==> config.mk <==
export PLATFORM = sky130hd
export DESIGN_NAME = can_tx_mailbox
export DESIGN_NICKNAME = d
export VERILOG_FILES = /design/src/rtl/can_tx_mailbox.sv
export SDC_FILE = /design/constraint.sdc
export NUM_CORES = 1
export LEC_CHECK = 0
export BUFFER_PORTS_ARGS = -buffer_cell sky130_fd_sc_hd__buf_2
export CAP_MARGIN = 25
export CORE_MARGIN = 10
export CORE_UTILIZATION = 35
export CTS_CLUSTER_SIZE = 30
export DETAILED_ROUTE_END_ITERATION = 8
export SYNTH_ARGS = -nofsm -noshare
export SYNTH_HDL_FRONTEND = slang
export SYNTH_SLANG_ARGS = --single-unit
export TNS_END_PERCENT = 1
==> constraint.sdc <==
create_clock -name clk -period 8.07 [get_ports clk]
set_input_delay 1.2105 -clock clk [delete_from_list [all_inputs] [get_ports clk]]
set_output_delay 1.2105 -clock clk [all_outputs]
set_load 0.02 [all_outputs]
==> src/rtl/can_tx_mailbox.sv <==
module can_tx_mailbox (
  input  logic        clk,
  input  logic        rst_n,
  input  logic        wr_en,
  input  logic [1:0]  wr_slot,
  input  logic [1:0]  wr_sel,
  input  logic [31:0] wr_data,
  input  logic [2:0]  abort_req,
  input  logic [2:0]  clr_fin,
  input  logic        order_mode,
  input  logic        no_retx,
  input  logic        ttm_en,
  input  logic        irq_en,
  output logic [2:0]  empty,
  output logic [2:0]  fin,
  output logic [2:0]  ok,
  output logic        irq,
  output logic        tx_req,
  output logic [1:0]  tx_slot,
  output logic [31:0] tx_ident,
  output logic [3:0]  tx_len,
  output logic        tx_tsen,
  output logic [63:0] tx_data,
  input  logic        tx_done,
  input  logic        tx_err,
  input  logic        tx_arb_lost
);
  localparam int NS = 3;

  logic [31:0] ident [NS];
  logic [31:0] dlo   [NS];
  logic [31:0] dhi   [NS];
  logic [3:0]  len   [NS];
  logic [1:0]  rank  [NS];
  logic [1:0]  nrank [NS];
  logic [NS-1:0] tsen, pend, hold;
  logic [NS-1:0] cand, cancel, leave, stay, newreq, wr_ok;
  logic        busy, ttm_q, found;
  logic [1:0]  cur, sel;
  logic        fire, final_c;

  function automatic logic [28:0] prio_key(input logic [31:0] w);
    return w[2] ? w[31:3] : {w[31:21], 18'd0};
  endfunction

  assign fire    = busy & (tx_done | tx_err | tx_arb_lost);
  assign final_c = fire & (tx_done | no_retx | hold[cur]);
  assign cand    = busy ? '0 : (pend & ~abort_req);

  always_comb begin
    for (int i = 0; i < NS; i++) begin
      wr_ok[i]  = wr_en && wr_slot == 2'(i) && !pend[i];
      newreq[i] = wr_ok[i] && wr_sel == 2'd0 && wr_data[0];
      cancel[i] = abort_req[i] && pend[i] && !(busy && cur == 2'(i));
      leave[i]  = cancel[i] || (final_c && cur == 2'(i));
      stay[i]   = pend[i] && !leave[i];
    end
  end

  // new rank = number of surviving requests older than this one
  always_comb begin
    for (int i = 0; i < NS; i++) begin
      nrank[i] = 2'd0;
      for (int j = 0; j < NS; j++) begin
        if (j != i && stay[j] && (newreq[i] || (stay[i] && rank[j] < rank[i])))
          nrank[i] = nrank[i] + 2'd1;
      end
    end
  end

  always_comb begin
    sel   = 2'd0;
    found = 1'b0;
    for (int i = 0; i < NS; i++) begin
      if (cand[i] && (!found || (order_mode ? rank[i] < rank[sel]
                                             : prio_key(ident[i]) < prio_key(ident[sel])))) begin
        sel   = 2'(i);
        found = 1'b1;
      end
    end
  end

  always_ff @(posedge clk or negedge rst_n) begin
    if (!rst_n) begin
      busy  <= 1'b0;
      cur   <= 2'd0;
      ttm_q <= 1'b0;
      pend  <= '0;
      fin   <= '0;
      ok    <= '0;
      hold  <= '0;
      tsen  <= '0;
      for (int i = 0; i < NS; i++) begin
        ident[i] <= '0;
        dlo[i]   <= '0;
        dhi[i]   <= '0;
        len[i]   <= '0;
        rank[i]  <= '0;
      end
    end else begin
      ttm_q <= ttm_en;
      for (int i = 0; i < NS; i++) begin
        rank[i] <= nrank[i];
        if (wr_ok[i]) begin
          case (wr_sel)
            2'd0: ident[i] <= wr_data;
            2'd1: begin len[i] <= wr_data[3:0]; tsen[i] <= wr_data[8]; end
            2'd2: dlo[i] <= wr_data;
            default: dhi[i] <= wr_data;
          endcase
        end
        if (ttm_en && !ttm_q)      tsen[i] <= 1'b1;
        else if (!ttm_en && ttm_q) tsen[i] <= 1'b0;

        if (newreq[i])     pend[i] <= 1'b1;
        else if (leave[i]) pend[i] <= 1'b0;

        if (newreq[i]) begin
          fin[i] <= 1'b0; ok[i] <= 1'b0;
        end else if (cancel[i]) begin
          fin[i] <= 1'b1; ok[i] <= 1'b0;
        end else if (final_c && cur == 2'(i)) begin
          fin[i] <= 1'b1; ok[i] <= tx_done;
        end else if (clr_fin[i]) begin
          fin[i] <= 1'b0; ok[i] <= 1'b0;
        end

        if (leave[i]) hold[i] <= 1'b0;
        else if (abort_req[i] && pend[i] && busy && cur == 2'(i)) hold[i] <= 1'b1;
      end
      if (fire) busy <= 1'b0;
      else if (|cand) begin
        busy <= 1'b1;
        cur  <= sel;
      end
    end
  end

  assign empty    = ~pend;
  assign irq      = irq_en & (|fin);
  assign tx_req   = busy;
  assign tx_slot  = cur;
  assign tx_ident = ident[cur];
  assign tx_len   = len[cur];
  assign tx_tsen  = tsen[cur];
  assign tx_data  = {dhi[cur], dlo[cur]};

  assert_inflight_pending_R2: assert property (@(posedge clk) disable iff (!rst_n)
    tx_req |-> !empty[tx_slot]);

  assert_done_success_R6: assert property (@(posedge clk) disable iff (!rst_n)
    tx_req && tx_done |=> fin[$past(tx_slot)] && ok[$past(tx_slot)] && empty[$past(tx_slot)] && !tx_req);

  assert_no_retry_R8: assert property (@(posedge clk) disable iff (!rst_n)
    tx_req && !tx_done && (tx_err || tx_arb_lost) && no_retx
    |=> fin[$past(tx_slot)] && !ok[$past(tx_slot)] && empty[$past(tx_slot)]);

  assert_retry_stays_R7: assert property (@(posedge clk) disable iff (!rst_n)
    tx_req && !tx_done && tx_arb_lost && !no_retx && !hold[tx_slot] && !abort_req[tx_slot]
    |=> !empty[$past(tx_slot)] && !fin[$past(tx_slot)] && !tx_req);

  for (genvar g = 0; g < NS; g++) begin : g_chk
    assert_abort_fails_R9: assert property (@(posedge clk) disable iff (!rst_n)
      abort_req[g] && !empty[g] && !(tx_req && tx_slot == 2'(g))
      |=> fin[g] && !ok[g] && empty[g]);
  end
endmodule

==> impl_metrics.ini, run 1 <==
[yosys]
yosys.area_share.simple_pct = 9.95
synthTopCellsByCount = 325 x dfrtp_1, 258 x mux2_2, 231 x nand2_1
synthCells = 1473
synthFlopType = dfrtp_1
synth_edf_count = 0
syn_area_sq_um = 16400
ys_ff_latch = 325
ys_types = 49
synth_adder_area_share_pct = 5.03
synthMuxAreaShare_pct = 25.0
synth.top_cell.area_share_pct = 49.6
ys_warn_count = 0
async_reset_ff_share_pct = 100
syn_area_per_cell_sq_um = 11.1
synth.top_cells.by_area = dfrtp_1 50%, mux2_2 18%, mux2i_1 7.2%
synth_compound_area_share_pct = 7.63
synth.yosys.seq_area_share_pct = 49.6
yosys.area.top_type = dfrtp_1
synth_fp_nets = 1591
synthMostInstantiatedCell = dfrtp_1
synth_top_family_by_area = multiplexers
synth_xor_area_share_pct = 0

[flow_run]
cap_violations = 0

[global_routing]
grt_pass1_wl_mm = 70.9
grt_use_total_pct = 15.7
grt_max_degree = 162
antenna_found_initial = 3
overflow = 0
grt_pass1_vias = 12200

[die]
std_cell_rows = 79
start_util_pct = 35.3
dieWidth_um = 237
fp.dieH_um = 237
core_area_sq_um = 46500
boundaryPins = 166
die_area_sq_um = 55900

[worst_setup_path]
slowest_stage = a211oi_4
path_max_fanout = 26
arrival_ns = 5.76
worst_setup_path_end_kind = flip-flop
slowest_delay_ns = 0.82
critPathLaunchType = flip-flop
critical_path_class = reg -> reg
critPathMostFrequentCell = ha_1
reg2reg_setup_slack_ns = 2.72
crit_path_cell_trace = nand2_1 -> ha_1 -> a21o_1 -> nand3_1 -> a311oi_1 -> o311a_1 -> a211oi_4 -> buf_4 -> mux2i_1 -> ha_1 -> nand4_1 -> nor4_1 -> o21ai_0 -> a31oi_1 -> nor2_1 -> a211o_1 -> a221o_1
cpLargestDelayFamily = compound AO/OA/AOI/OAI gates
worstPathRequired_ns = 8.47
crit_buf_inv = 1

[final_layout]
post_layout_nonfiller_instances = 2245
final_layout_size_suffix_gt1_share_pct = 31.4
fin_nets = 1728
area.growth.synth_to_final_pct = 16.9

[timing]
clock_skew_ns = 0.0168
setup_viol = 0
rsz0062_at_grt = false
drv_slew = 0
holdWs_ns = 0.479
finalHoldViolations = 0
setup_tns_ns = 0
fmax_mhz = 187
period_minus_slack_ns = 5.35
setup_ws_ns = 2.72
worstMarginPinSlew_ns = 1.01
slew_headroom_pct = 32.3
period_share_pct = 66.3

[power_and_ir_drop]
power.switching_mw = 2.60
switching_share_pct = 38.1
pwr-share-seq_pct = 37.0
power_leakage_nw = 8.72
p_int_mw = 4.23
clkPwrFrac_pct = 25.0
power_mw = 6.83
power_frac_comb_pct = 38.1
ir_drop_v = 0.000150
p_per_area_nw_per_um2 = 356

[drt]
detail_route.wl_per_cell_um = 20.1
avgViaCountPerCell = 5.17
vias = 11600
wirelength_mm = 45.0
ant_nets = 0
drtIter0Drc = 620
drc = 0
first_pass_iters = 5

[place]
place_congestion = 0.840
port_buffers = 165
place_ws_ns = 2.82
hpwl_mm = 29.9
dp_cells = 2173

[clock_network]
cts_setup_buffers = 0
cts_tree = built
htreeDepth = 2
postCtsHoldBufs = 0
clk_latency_ns = 0.53
numCtsBuffers = 37
clockRootBuffer = clkbuf_16
ctsResizeCount = 0
clk_path_buf_depth = 3
clkSinkCount = 325
clk_pin_slew_ns = 0.06

[worst_hold_path]
min_path_type = reg -> reg

[outcome]
run_status = completed
-- kinds of logic (layout without fill, tap and decap cells) --
family                     after synthesis  count (layout)
muxes                                  378             378
adders and majority gates               66              66
other                                    0               1
DFF                                    325             325
buffers and inverters                  110             274
and+or+nand+nor                        369             369
AOI/OAI and AO/OA                      225             225
-- stage by stage --
| step | area, sq um | util [%] |
|---|---|---|
| finish | 19200 | 41.3 |
| global route | 19200 | 41.3 |
| CTS | 19100 | 41.0 |
| detailed placement | 17800 | 38.4 |
| global placement | 17800 | 38.3 |
| floorplan | 16400 | - |
-- layout by cell type (no fill, tap or decap), types with 3 or more instances in the layout --
cell type,instances
nand2_1,228
clkbuf_8,9
mux2i_1,118
and3_2,3
nand4_1,14
o211ai_1,3
nor2_1,30
clkbuf_16,39
dfrtp_1,323
nor3_1,8
buf_12,7
a211o_1,4
nand3_1,20
a21o_1,4
inv_1,25
a211oi_1,3
a21oi_1,56
buf_4,8
nand3b_1,4
nor2b_1,6
clkbuf_1,7
clkinv_2,7
nand2b_1,11
o21ai_0,133
ha_1,66
nand2_2,3
buf_2,164
mux2_2,258
and2_1,36
-- power groups by stage --
stage               Combinational, mW  Clock (mW)  Sequential (mW)
global route                     2.85        1.82             2.60
finish                           2.60        1.70             2.53
floorplan                        1.84           0             2.39
CTS                              2.65        1.75             2.53
detailed placement               2.64           0             2.56
global placement                 2.60           0             2.53
-- final timing paths --
path | startpoint | to | cells after the start
worst min register to register | dlo[32] | dlo[32] | 2
min in group asynchronous | rst_n | dlo[74] | 1
worst max register to register | ident[66] | tx_slot[1] | 17
worst max-delay path | ident[66] | tx_slot[1] | 17
max in group asynchronous | rst_n | dhi[83] | 2
worst min-delay path | dlo[32] | dlo[32] | 2
-- sequential cells by signal, indices dropped and copies added (netlist names), 2 cells and up --
register / flops
ident: 96
tx_slot: 2
fin: 3
tsen: 3
hold: 3
dlo: 96
pend: 3
len: 12
ok: 3
rank: 6
dhi: 96
-- layout make-up --
class	instances	area [sq um]
Clock buffer	55	1130
Sequential cell	325	8140
Multi-Input combinational cell	1038	7850
Clock inverter	11	111
Antenna cell	1	2.50
Fill cell	4440	27300
Timing Repair Buffer	182	1090
Tap cell	607	759
Inverter	26	97.6
-- worst min-delay path, delay by kind of cell, from the launching register on --
family | cells | cell delay, ns
AOI/OAI and AO/OA | 1 | 0.06
DFF | 1 | 0.34
and+or+nand+nor | 1 | 0.04
-- layer usage --
layer  routed length [um]  global-route usage, %  up-vias
li1                     -                      -     5470
met1                20300                   19.9     5868
met2                21900                   26.9      218
met3                 2030                   3.21       55
met4                  782                   4.05        6
met5                   38                      0        -
Power figures use the tool's default switching activity.
==> run 2: changes to the inputs <==
Clock period 8.07 ns to 5.3 ns, I/O delays scaled along.
==> run 2 against run 1 <==
Effect of this change: cell count rose by 0.13%; core utilization barely moved; clock skew fell by 0.0025 ns; sequential power rose by 52%; clock-buffer cell count rose by 5; critical endpoint unchanged; largest cell class unchanged; highest routed layer unchanged.
==> impl_metrics.ini, run 2 (synthesized netlist as in run 1, its figures left out) <==
[worst_setup_path]
crit_buf_inv = 1
critPathLaunchType = flip-flop
r2r_cells = 17
crit_path_cell_trace = nand2_1 -> ha_1 -> nand4_1 -> a31o_2 -> a311oi_1 -> o311a_1 -> a211oi_4 -> buf_4 -> a21oi_1 -> ha_1 -> nand4_1 -> nor4_1 -> o21ai_0 -> a31oi_1 -> nor2_1 -> a211o_1 -> a221o_1
cpLargestDelayFamily = compound AO/OA/AOI/OAI gates
worstPathRequired_ns = 5.70
arrival_ns = 5.26
path_max_fanout = 21
slowest_stage = dfrtp_1
worst_setup_path_end_kind = flip-flop
cp.depth = 17
critical_path_class = reg -> reg
slowest_delay_ns = 0.78

[flow_run]
cap_violations = 0

[clock_network]
clk_pin_slew_ns = 0.05
cts_setup_buffers = 0
clk_path_buf_depth = 3
clk_latency_ns = 0.53
postCtsHoldBufs = 0
cts_tree = built
clockRootBuffer = clkbuf_16
clkSinkCount = 325
ctsResizeCount = 0
numCtsBuffers = 37
htreeDepth = 2

[timing]
setup_viol = 0
fmax_mhz = 206
clock_skew_ns = 0.0144
period_share_pct = 91.8
worstMarginPinSlew_ns = 1.00
setup_ws_ns = 0.436
period_minus_slack_ns = 4.86
finalHoldViolations = 0
holdWs_ns = 0.354
setup_tns_ns = 0
slew_headroom_pct = 33.2
rsz0062_at_grt = false
drv_slew = 0

[drt]
drtIter0Drc = 614
detail_route.wl_per_cell_um = 20.0
ant_nets = 0
drc = 0
first_pass_iters = 5
wirelength_mm = 44.9
avgViaCountPerCell = 5.19
vias = 11700

[die]
boundaryPins = 166
core_area_sq_um = 46500
std_cell_rows = 79
dieWidth_um = 237
fp.dieH_um = 237
die_area_sq_um = 55900
start_util_pct = 35.3

[final_layout]
fillers = 4470
diodes = 0
layout_common_cells = 323 x dfrtp_1, 258 x mux2_2, 228 x nand2_1
regArea_sq_um = 8140
fin_nets = 1732
final_layout_size_suffix_gt1_share_pct = 31.2
largestRegisters = dhi x96, dlo x96, ident x96
multi_input_area_sq_um = 7850
area.growth.synth_to_final_pct = 16.9
layout_commonest_cell = dfrtp_1

[outcome]
run_status = completed

[global_routing]
grt_pass1_vias = 12300
grt_max_degree = 118
antenna_found_initial = 1
overflow = 0
grt_use_total_pct = 15.7
grt_pass1_wl_mm = 71.0

[power_and_ir_drop]
p_int_mw = 6.44
pwr-share-seq_pct = 37.0
power.switching_mw = 3.95
power_leakage_nw = 8.72
clkPwrFrac_pct = 24.8
switching_share_pct = 38.0
power_mw = 10.4
power_frac_comb_pct = 38.3
ir_drop_v = 0.000296
p_per_area_nw_per_um2 = 542

[place]
port_buffers = 165
hpwl_mm = 30.0
place_ws_ns = 0.473
place_congestion = 0.861

[worst_hold_path]
min_path_type = in -> async
run 2: cell types whose count changed in the layout (fill, tap and decap cells not counted), sizes merged:
cell,previous run,this run
buf,182,186
clkbuf,55,60
clkinv,8,2
diode,1,0
inv,26,27
run 2: final cells by class:
type	count	share of cell area (%)
multi-input combinational	1038	40.9
sequential	325	42.5
timing repair buffer	186	5.78
tap	607	3.96
clock buffer	60	5.92
clock inverter	6	0.470
inverter	26	0.509
run 2: path summary, 6_finish.rpt:
path,start,to,slack (ns)
worst max-delay path,ident[66],tx_slot[1],0.44
worst min-delay path,rst_n,dlo[41],0.35
worst max register to register,ident[66],tx_slot[1],0.44
worst min register to register,ident[0],ident[0],0.48
max in group asynchronous,rst_n,tx_slot[1],3.73
min in group clk,ttm_en,ttm_q,0.41
run 2: power groups by stage:
| stage | clock [mW] | combinational [mW] | sequential [mW] |
|---|---|---|---|
| finish | 2.57 | 3.98 | 3.84 |
| global route | 2.74 | 4.36 | 3.96 |
| CTS | 2.64 | 4.05 | 3.85 |
| detailed placement | 0 | 4.04 | 3.89 |
| global placement | 0 | 3.96 | 3.85 |
| floorplan | 0 | 2.81 | 3.64 |
run 2: metrics by stage:
step                      instances  cell area (sq um)  util [%]
after floorplan                1473              16400         -
after global placement         2177              17800      38.4
after detailed placement       2179              17900      38.5
after CTS                      2245              19100      41.1
after global routing           2248              19200      41.3
final                          2248              19200      41.3
run 2: routing by layer:
layer / vias up / wire, um / track usage (%)
met5: - / 13 / 0
met2: 225 / 21900 / 26.6
met4: 2 / 732 / 3.94
met3: 49 / 1690 / 2.65
met1: 5920 / 20500 / 20.4
li1: 5473 / - / -
==> run 3: changes to the inputs <==
Settings changed: CORE_ASPECT_RATIO set to 1.4, CORE_UTILIZATION 35 to 53, PLACE_DENSITY set to 0.76.
Clock period 5.3 ns to 4.1 ns, I/O delays scaled along.
==> run 3 against run 2 <==
Effect of this change: the flow now finishes with violations (setup timing); power up 27%; combinational power up 33%; worst hold slack worse by 0.28 ns; die area down 31%; critical path depth up 4; sequential power up 29%; core utilization up 21 points; highest routed layer unchanged.
==> impl_metrics.ini, run 3 (synthesized netlist as in run 1, its figures left out) <==
[global_routing]
grt_pass1_vias = 12600
overflow = 0
grt_max_degree = 103
grt_pass1_wl_mm = 66.9
antenna_found_initial = 1
grt_use_total_pct = 21.0

[drt]
dr_wl_met3_mm = 2.05
wirelength_mm = 41.3
drtIter0Drc = 740
first_pass_iters = 5
avgViaCountPerCell = 5.77
dr_wl_met2_mm = 21.2
top_layer_used = met5
vias = 11800
drc = 0
detail_route.wl_per_cell_um = 20.2
ant_nets = 0
met1Wirelength_mm = 16.8

[timing]
period_minus_slack_ns = 4.22
finalHoldViolations = 0
period_share_pct = 103
setup_viol = 2
drv_slew = 0
rsz0062_at_grt = true
setup_tns_ns = -0.181
clock_skew_ns = 0.0120
fmax_mhz = 237
worstMarginPinSlew_ns = 1.05
slew_headroom_pct = 30.3
holdWs_ns = 0.0712
setup_ws_ns = -0.122

[clock_network]
numCtsBuffers = 31
postCtsHoldBufs = 0
clk_latency_ns = 0.58
clk_path_buf_depth = 3
cts_tree = built
htreeDepth = 1
clockRootBuffer = clkbuf_16
clk_pin_slew_ns = 0.07
clkSinkCount = 325

[final_layout]
final_util_pct = 62.0
fin_nets = 1749
layout_common_cells = 322 x dfrtp_1, 258 x mux2_2, 227 x nand2_1
diodes = 0
area.growth.synth_to_final_pct = 15.6
post_layout_nonfiller_instances = 2044
largestRegisters = dhi x96, dlo x96, ident x96
fin_area_sq_um = 19000
final_layout_size_suffix_gt1_share_pct = 33.4
layout_commonest_cell = dfrtp_1

[worst_setup_path]
worstPathRequired_ns = 4.56
critical_path_class = reg -> reg
arrival_ns = 4.68
crit_path_cell_trace = buf_4 -> buf_4 -> and2_1 -> ha_1 -> a21o_1 -> nand3_1 -> a21oi_1 -> o311a_1 -> a211oi_4 -> buf_6 -> buf_12 -> mux2i_1 -> ha_1 -> nand4_1 -> buf_4 -> a211oi_2 -> a211oi_2 -> a31oi_1 -> nor2_1 -> a211o_1 -> a221o_1
worst_setup_path_end_kind = flip-flop
reg2reg_setup_slack_ns = -0.12
slowest_stage = dfrtp_2
path_max_fanout = 12
critPathLaunchType = flip-flop
r2r_cells = 21
worstReg2RegStart = ident[34]
crit_buf_inv = 5
slowest_delay_ns = 0.47
critPathMostFrequentCell = buf_4
r2r-end = tx_slot[1]
cpLargestDelayFamily = compound AO/OA/AOI/OAI gates

[die]
start_util_pct = 53.6
boundaryPins = 166
die_area_sq_um = 38500
core_area_sq_um = 30600
dieWidth_um = 169
fp.dieH_um = 228
std_cell_rows = 76

[place]
port_buffers = 165
place_ws_ns = -0.163
dpl-instance-area_sq_um = 17700
dp_cells = 1976
hpwl_mm = 27.6
place_congestion = 0.864

[worst_hold_path]
min_path_type = in -> async

[power_and_ir_drop]
power_mw = 13.2
ir_drop_v = 0.000514
p_per_area_nw_per_um2 = 696
power_leakage_nw = 8.74

[flow_run]
cap_violations = 0

[outcome]
run_status = finished with violations
failed_checks = setup timing
-- run 3: area by class of cell --
class | count | area (sq um)
clock buffers | 44 | 915
fillers | 2497 | 11600
multi-input cells | 1038 | 7950
well taps | 390 | 488
inverters | 26 | 97.6
repair buffers | 209 | 1240
flip-flops and latches | 325 | 8140
clock inverters | 12 | 148
-- run 3: where the power goes --
part / internal (mW) / total, mW / switching (mW)
clock: 1.73 / 2.96 / 1.23
sequential: 4.21 / 4.96 / 0.752
combinational: 2.24 / 5.28 / 3.03
-- run 3: repair_timing --
action / CTS / global route
setup buffers: 5 / 5
cloned: 2 / 0
resized for setup: 16 / 15
setup endpoints to repair: 2 / 2
pin swaps: 16 / 16
-- run 3: routing by layer --
layer	vias up	global-route usage (%)
li1	5498	-
met1	5936	25.4
met2	276	36.8
met3	73	3.56
met4	2	6.73
met5	-	0
-- run 3: worst max-delay path by stage --
stage,from,end,cells after the start
after CTS,ident[34],tx_slot[0],19
after floorplan,ident[34],tx_slot[1],20
after global placement,ident[34],tx_slot[1],17
after global routing,ident[34],tx_slot[1],20
final,ident[34],tx_slot[1],21
after detailed placement,ident[34],tx_slot[1],17
